[src/rtl/hf_pkg.sv]
package hf_pkg;
    localparam int NIB_W = 4;
    localparam int NCMP  = (1 << NIB_W) - 1;
    localparam int WORD_W = 2 * NIB_W;

    typedef enum logic [1:0] {
        ST_IDLE    = 2'd0,
        ST_HELD    = 2'd1,
        ST_PUBLISH = 2'd2
    } hf_state_e;
endpackage

[src/rtl/hf_therm_enc.sv]
module hf_therm_enc #(
    parameter int NIB_W = 4,
    localparam int NCMP = (1 << NIB_W) - 1
) (
    input  logic [NCMP-1:0]  therm,
    output logic [NIB_W-1:0] code
);
    // top_one[i] marks a one with only zeros above it; bubbles below are ignored
    logic [NCMP-1:0] top_one;

    genvar g;
    generate
        for (g = 0; g < NCMP; g++) begin : g_top
            if (g == NCMP - 1) begin : g_last
                assign top_one[g] = therm[g];
            end else begin : g_mid
                assign top_one[g] = therm[g] & ~(|therm[NCMP-1:g+1]);
            end
        end
    endgenerate

    always_comb begin
        code = '0;
        for (int i = 0; i < NCMP; i++) begin
            if (top_one[i]) code = code | NIB_W'(i + 1);
        end
    end

    // at most one position may be marked as the top one
    always_comb begin
        top_one_chk: assert ($onehot0(top_one));
    end
endmodule

[src/rtl/hf_seq_ctrl.sv]
module hf_seq_ctrl
    import hf_pkg::*;
(
    input  logic      clk,
    input  logic      rst_n,
    input  logic      coarse_stb,
    input  logic      fine_stb,
    output logic      coarse_load,
    output logic      fine_load,
    output logic      done
);
    hf_state_e state_q, state_d;

    always_ff @(posedge clk or negedge rst_n) begin
        if (!rst_n) state_q <= ST_IDLE;
        else        state_q <= state_d;
    end

    always_comb begin
        state_d = state_q;
        unique case (state_q)
            ST_IDLE:    if (coarse_stb) state_d = ST_HELD;
            ST_HELD:    if (coarse_stb) state_d = ST_HELD;
                        else if (fine_stb) state_d = ST_PUBLISH;
            ST_PUBLISH: state_d = coarse_stb ? ST_HELD : ST_IDLE;
            default:    state_d = ST_IDLE;
        endcase
    end

    always_comb begin
        coarse_load = coarse_stb;
        fine_load   = 1'b0;
        done        = 1'b0;
        unique case (state_q)
            ST_IDLE:    ;
            ST_HELD:    fine_load = fine_stb & ~coarse_stb;
            ST_PUBLISH: done = 1'b1;
            default:    ;
        endcase
    end

    // the publish state never repeats back to back
    publish_once_chk: assert property (@(posedge clk) disable iff (!rst_n)
        (state_q == ST_PUBLISH) |=> (state_q != ST_PUBLISH));

    // publish is entered only from the held state
    publish_entry_chk: assert property (@(posedge clk) disable iff (!rst_n)
        (state_q == ST_PUBLISH) |-> ($past(state_q) == ST_HELD));
endmodule

[src/rtl/halfflash_combiner.sv]
module halfflash_combiner
    import hf_pkg::*;
(
    input  logic                clk,
    input  logic                rst_n,
    input  logic [NCMP-1:0]     coarse_therm,
    input  logic                coarse_ovr,
    input  logic                coarse_strobe,
    input  logic [NCMP-1:0]     fine_therm,
    input  logic                fine_strobe,
    input  logic                signed_fmt,
    output logic [NIB_W-1:0]    dac_code,
    output logic [WORD_W-1:0]   result,
    output logic                overflow,
    output logic                done
);
    localparam logic [WORD_W-1:0] SAT_WORD = '1;
    localparam logic [WORD_W-1:0] MSB_MASK = WORD_W'(1) << (WORD_W - 1);

    logic [NIB_W-1:0]  coarse_code, fine_code;
    logic [NIB_W-1:0]  coarse_q;
    logic              ovr_q;
    logic [WORD_W-1:0] result_q, word_d;
    logic              overflow_q;
    logic              coarse_load, fine_load;

    hf_therm_enc #(.NIB_W(NIB_W)) u_enc_coarse (.therm(coarse_therm), .code(coarse_code));
    hf_therm_enc #(.NIB_W(NIB_W)) u_enc_fine   (.therm(fine_therm),   .code(fine_code));

    hf_seq_ctrl u_ctrl (
        .clk         (clk),
        .rst_n       (rst_n),
        .coarse_stb  (coarse_strobe),
        .fine_stb    (fine_strobe),
        .coarse_load (coarse_load),
        .fine_load   (fine_load),
        .done        (done)
    );

    always_ff @(posedge clk or negedge rst_n) begin
        if (!rst_n) begin
            coarse_q <= '0;
            ovr_q    <= 1'b0;
        end else if (coarse_load) begin
            coarse_q <= coarse_code;
            ovr_q    <= coarse_ovr;
        end
    end

    always_comb begin
        word_d = ovr_q ? SAT_WORD : {coarse_q, fine_code};
        if (signed_fmt) word_d = word_d ^ MSB_MASK;
    end

    always_ff @(posedge clk or negedge rst_n) begin
        if (!rst_n) begin
            result_q   <= '0;
            overflow_q <= 1'b0;
        end else if (fine_load) begin
            result_q   <= word_d;
            overflow_q <= ovr_q;
        end
    end

    assign dac_code = coarse_q;
    assign result   = result_q;
    assign overflow = overflow_q;


    done_pulse_chk: assert property (@(posedge clk) disable iff (!rst_n)
        done |=> !done);


    done_after_fine_chk: assert property (@(posedge clk) disable iff (!rst_n)
        done |-> $past(fine_strobe));


    result_hold_chk: assert property (@(posedge clk) disable iff (!rst_n)
        !fine_strobe |=> ($stable(result) && $stable(overflow)));


    dac_hold_chk: assert property (@(posedge clk) disable iff (!rst_n)
        !coarse_strobe |=> $stable(dac_code));


    ovf_sat_chk: assert property (@(posedge clk) disable iff (!rst_n)
        overflow |-> (result == SAT_WORD || result == (SAT_WORD ^ MSB_MASK)));
endmodule

[config.mk]
export PLATFORM = sky130hd
export DESIGN_NAME = halfflash_combiner
export DESIGN_NICKNAME = d
export VERILOG_FILES = /design/src/rtl/hf_pkg.sv /design/src/rtl/hf_therm_enc.sv /design/src/rtl/hf_seq_ctrl.sv /design/src/rtl/halfflash_combiner.sv
export SDC_FILE = /design/constraint.sdc
export NUM_CORES = 1
export LEC_CHECK = 0
export ABC_AREA = 1
export BUFFER_PORTS_ARGS = -buffer_cell sky130_fd_sc_hd__buf_4
export CORE_MARGIN = 2
export CORE_UTILIZATION = 41
export DETAILED_ROUTE_END_ITERATION = 8
export PLACE_DENSITY_LB_ADDON = 0.3
export REMOVE_ABC_BUFFERS = 1
export SYNTH_ARGS = -nofsm -noshare
export SYNTH_HDL_FRONTEND = slang
export SYNTH_SLANG_ARGS = --single-unit
[constraint.sdc]
create_clock -name clk -period 1.1 [get_ports clk]
set_clock_uncertainty 0.15 [all_clocks]
set_input_delay 0.33 -clock clk [delete_from_list [all_inputs] [get_ports clk]]
set_output_delay 0.33 -clock clk [all_outputs]
set_load 0.005 [all_outputs]
---- After elaboration in Yosys (flattened, before gate mapping) ----
Cells that the tools add are included.
storage, ports and cells
  memory bits (writable) .................. 0
  word-level logic and storage cells ...... 135
  bits in latches ......................... 0
  memories kept ........................... 0
  memory bits (read-only) ................. 0
  input port bits ......................... 36
  register bits after elaboration ......... 16
cells by class
  add/subtract/negate cells ............... 0
  reduce and logical (&&, ||, !) cells .... 28
  bitwise logic cells ..................... 59
  equal/unequal tests ..................... 4
  multiplexer cells ....................... 39
  div/mod/pow operators ................... 0
  $mul .................................... 0
  shift operators ......................... 0
  $lt $le $gt $ge ......................... 0
operator list
  kind                                                 number
  2-to-1 mux 4 bit                                     16
  inverter 1 bit                                       30
  AND 1 bit                                            29
  OR reduction 14 bit                                  2
  OR reduction 13 bit                                  2
  2-to-1 mux 3 bit                                     8
  OR reduction 12 bit                                  2
  OR reduction 11 bit                                  2
  OR reduction 10 bit                                  2
  OR reduction 9 bit                                   2
  2-to-1 mux 8 bit                                     2
  OR reduction 8 bit                                   2
  2-to-1 mux 2 bit                                     7
  OR reduction 7 bit                                   2
  OR reduction 6 bit                                   2
  OR reduction 5 bit                                   2
  OR reduction 4 bit                                   2
  case mux 2 bit (3 select lines)                      1
  OR reduction 3 bit                                   2
  2-to-1 mux 1 bit                                     5
  OR reduction 2 bit                                   2
  != test 3 bit, second input constant                 1
  equality test 2 x 1 -> 1 bit, second input constant  1
  equality test 2 bit, second input constant           1
  3 further kinds                                      3

---- Logic depth before layout (Yosys ltp) ----
  word-level depth ........................ 21
  depth in mapped cells ................... 8
  gate-level depth less buffers ........... 8

---- Hierarchy ----
A second synthesis with hierarchy kept.
second synthesis, totals
  cell total of the unflattened synthesis .. 156
  area, all modules ....................... 1041.0 um2
by module, submodules not included
  module              sequential area each (um2)  instances  area each (um2)  cells each
  halfflash_combiner  350.3                       1          566.8            60
  hf_therm_enc        0.0                         2          186.4            41
  hf_seq_ctrl         50.0                        1          101.3            14

---- Worst setup path before layout ----
Ideal clock, no wire load.
  path type ............................... input to register
  start point ............................. in coarse_strobe
  end point ............................... reg result_q[1] (netlist: result[1])
  path buffers ............................ 1
  setup slack ............................. -90 ps
  cell stages on the path ................. 7
  arrival time ............................ 923 ps
  library setup time ...................... 117 ps
  cells stage by stage .................... buf_6 -> nor2_8 -> nand3_4 -> nor2_1 -> nand3_1 -> o21ai_1 -> inv_1
on the way
  longest elaborated chain between the ends .. 3
RTL lines
  item                  line                      RTL
  start, declared       halfflash_combiner.sv:8   input logic coarse_strobe,
  inverter 1 bit        hf_seq_ctrl.sv:36         ST_HELD: fine_load = fine_stb & ~coarse_stb;
  AND 1 bit             hf_seq_ctrl.sv:36
  2-to-1 mux 1 bit      hf_seq_ctrl.sv:34         unique case (state_q)
  end signal, assigned  halfflash_combiner.sv:60  result_q <= word_d;
  end, declared         halfflash_combiner.sv:23  logic [WORD_W-1:0] result_q, word_d;
No other way between the ends.
A chain may end at the register's enable or synchronous reset.

---- Worst setup path in the final report ----
  start point ............................. reg u_ctrl.state_q[1]
  end point ............................... out done
on the way
  longest elaborated chain between the ends .. 2
RTL lines
  item                    line                      RTL
  start, declared         hf_seq_ctrl.sv:12         hf_state_e state_q, state_d;
  start signal, assigned  hf_seq_ctrl.sv:16         else state_q <= state_d;
  equality test 2 bit     hf_seq_ctrl.sv:34
  2-to-1 mux 1 bit        hf_seq_ctrl.sv:34
  end, declared           halfflash_combiner.sv:15  output logic done
No other way between the ends.

==> metrics.md <==
| Metric | Value |
|---|---|
| Max cap viols | 0 |
| RSZ-0062 raised after global routing | yes |
| Outcome | finished, violations left |
| Largest family of logic cells by synthesized area | simple AND/OR/NAND/NOR gates |
| Clock Power Share | 22.7% |
| Final hold vios | 0 |
| Setup ws final | -0.360 ns |
| CP Launch Type | flip-flop |
| Vias in the first global route | 1136 |
| Fin crit share | 133% |
| Clk pin slew, worst setup/hold paths | 0.09 ns |
| Slew HR | 86.3% |
| XOR/XNOR Fraction of Synth Area | 0.816% |
| Warnings from Yosys | 0 |
| Switch Pwr | 0.476 mW |
| DRT Pass-1 Iters | 4 |
| CTS sink count | 16 |
| Die footprint | 0.00304 sq mm |
| Number of DRC markers in iteration 0 | 12 |
| Via density | 4.65 |
| Drt drc | 0 |
| Hold WS | 0.106 ns |
| Power Total | 1.67 mW |
| Crit end category | primary output |
| Sw Share | 28.5% |
| Area Growth Syn to Fin | 63.9% |
| Cell variety after synth | 22 |
| Setup CP Type | reg2out |
| CTS buffer count | 3 |
| Commonest non-fill, non-tap cell in the layout | buf_4 |
| Seq pwr share | 42.7% |
| Die Ht | 55.2 microns |
| Worst-case clock buffer depth | 2 |
| Initial antenna violation count | 0 |
| Drt total wl | 2790 microns |
| Core Region | 0.00248 sq mm |
| Peak supply drop | 0.538 mV |
| Post-synthesis adder-cell area fraction | 0% |
| First-pass GRT wire length | 4190 microns |
| Total Routing Usage GR | 19.4% |
| DRT antenna net count | 0 |
| Path depth of the worst reg2reg path | 8 |
| Cells on Worst Hold Path | 3 |
| Wire per inst | 11.0 microns |
| Top-level port count | 50 |
| #FFs+latches synth | 16 |
| Sequential share of the synthesized area | 37.3% |
| Worst Hold Class | in2reg |
| Bufs and invs on worst path | 2 |
| Worst-path maximum fanout | 3 |
| Cell chain of the critical path | inv_2, nor2_4, buf_6 |
| WP depth | 3 |
| P_int | 1.20 mW |
| N_diodes | 0 |
| Largest stage delay on the critical path | 0.43 ns |
| Final net count | 261 |
| Detail Placement HPWL | 2130 microns |
| Clock Latency Late Sink | 0.27 ns |
| Pwr Density | 950 mW/mm^2 |
| Top delay family on crit path | flip-flops |
| H-tree Lvls | 1 |
| CTS tree | done |
| Combinational Power Share | 34.6% |
| Final Util | 71.0% |
| Overflow after GRT | 0 |
| Mux share of post-synthesis cell area | 0% |
| IO Port Bufs | 49 |
| Initial core utilization | 43.3% |
| DR vias | 1180 |
| Synth Area in Compound Gates | 11.0% |
| Die Span X | 55.2 microns |
| Leak | 0.870 nW |
| Routability cong. | 0.744 |
| Crit path DAT | 0.98 ns |
| Worst Max-Slew Pin Slew | 0.206 ns |
| Synth Area per Inst | 6.97 sq um |
| Max frequency | 0.685 GHz |
| Simple-gate portion of the synthesized area | 39.0% |
| Min Tclk post-route | 1.46 ns |
| Slew Viols, Final | 0 |
| Setup TNS Final | -5.29 ns |
| Largest net degree at the start of global routing | 17 |
| Share of layout cells above drive strength 1 | 42.9% |
| Row Count | 18 |
| Synth Instances | 154 |
| Worst path required time | 0.62 ns |
| Commonest cells after routing, fill and taps aside | buf_4 (48), nand2_1 (29), inv_1 (26) |
| Failing checks | negative setup slack |
| Mapped Area | 0.00107 sq mm |
| CTS root buffer | clkbuf_4 |
| Slowest cell on the critical path | dfrtp_1 |
| # setup viols final | 25 |
[kinds of logic after synthesis]
family | after synthesis
AO/OA/AOI/OAI | 21
AND/OR/NAND/NOR | 84
XOR/XNOR | 1
buffers and inverters | 32
flip-flops | 16
[layout make-up]
class / count / area (sq um)
Clock buffer: 4 / 36.3
Fill cell: 196 / 718
Inverter: 31 / 124
Multi-Input combinational cell: 106 / 592
Sequential cell: 16 / 400
Tap cell: 30 / 37.5
Timing Repair Buffer: 66 / 562
Timing Repair inverter: 1 / 7.51
[worst paths after layout]
check / from / end / slack, ns
worst max-delay path: u_ctrl.state_q[1]$_DFFE_PN0P_ / done / -0.36
worst min-delay path: coarse_ovr / ovr_q$_DFFE_PN0P_ / 0.11
worst max register to register: u_ctrl.state_q[0]$_DFFE_PN0P_ / result[1]$_DFFE_PN0P_ / -0.33
worst min register to register: result[7]$_DFFE_PN0P_ / result[7]$_DFFE_PN0P_ / 0.38
max in group asynchronous: rst_n / u_ctrl.state_q[0]$_DFFE_PN0P_ / 0.33
min in group asynchronous: rst_n / result[1]$_DFFE_PN0P_ / 0.28
[synthesized netlist by cell type]
cell / number / area share, %
nor2_8: 1 / 1.9
inv_1: 28 / 9.8
nand2_1: 30 / 10
nor2_4: 5 / 5.2
a31oi_1: 1 / 0.58
o22a_1: 1 / 0.82
or2_0: 1 / 0.58
o21ai_1: 3 / 1.4
nor2_1: 27 / 9.4
nand3_4: 1 / 1.6
buf_6: 1 / 1.0
inv_2: 3 / 1.0
o21ai_0: 6 / 2.8
nand2_2: 2 / 1.2
dfrtp_1: 16 / 37
nor2_2: 2 / 1.2
nand3_1: 14 / 6.5
a21oi_1: 7 / 3.3
a21boi_0: 1 / 0.70
nand3_2: 1 / 0.93
o21bai_1: 2 / 1.4
xor2_1: 1 / 0.82
[tightest hold or removal path, cell delays in order]
cell and delay, ns:
buf_4 0.08, nand2_1 0.04, o21ai_0 0.05
[per-layer routing]
| metal | share of wire [%] | up-vias | wire length [microns] | GRT usage [%] |
|---|---|---|---|---|
| li1 | - | 613 | - | - |
| met1 | 37 | 528 | 1030 | 18.9 |
| met2 | 57 | 37 | 1590 | 40.1 |
| met3 | 5.2 | 2 | 145 | 0.806 |
| met4 | 0.97 | 0 | 27 | 9.76 |
| met5 | 0 | - | 0 | 0 |
[power by group through the flow]
stage / Clock [mW] / Combinational, mW / Sequential, mW
floorplan: 0 / 0.171 / 0.713
global placement: 0 / 0.445 / 0.710
detailed placement: 0 / 0.460 / 0.714
CTS: 0.389 / 0.551 / 0.712
global route: 0.408 / 0.639 / 0.720
finish: 0.379 / 0.578 / 0.714
[sequential cells by signal (all words and copies together), names as in the netlist]
name,flops
u_ctrl.state_q,2
overflow,1
dac_code,4
result,8
ovr_q,1
[metrics by stage]
| step | cells | area [sq um] | setup slack, ns |
|---|---|---|---|
| 2_1_floorplan | 153 | 1060 | -0.0623 |
| 5_1_grt | 254 | 1760 | -0.408 |
| 6_report | 254 | 1760 | -0.360 |
| 3_3_place_gp | 240 | 1530 | -0.219 |
| 3_5_place_dp | 240 | 1530 | -0.264 |
| 4_1_cts | 252 | 1700 | -0.350 |
[repair_timing]
item | in CTS | in global routing
cloned | 1 | 0
setup buffers | 6 | 2
pin swaps | 4 | 2
endpoints found under the hold margin | 16 | 0
setup endpoints to repair | 23 | 27
resized for setup | 23 | 13
hold buffers | 1 | 0
Note: power is estimated with default switching activity, not from simulation.
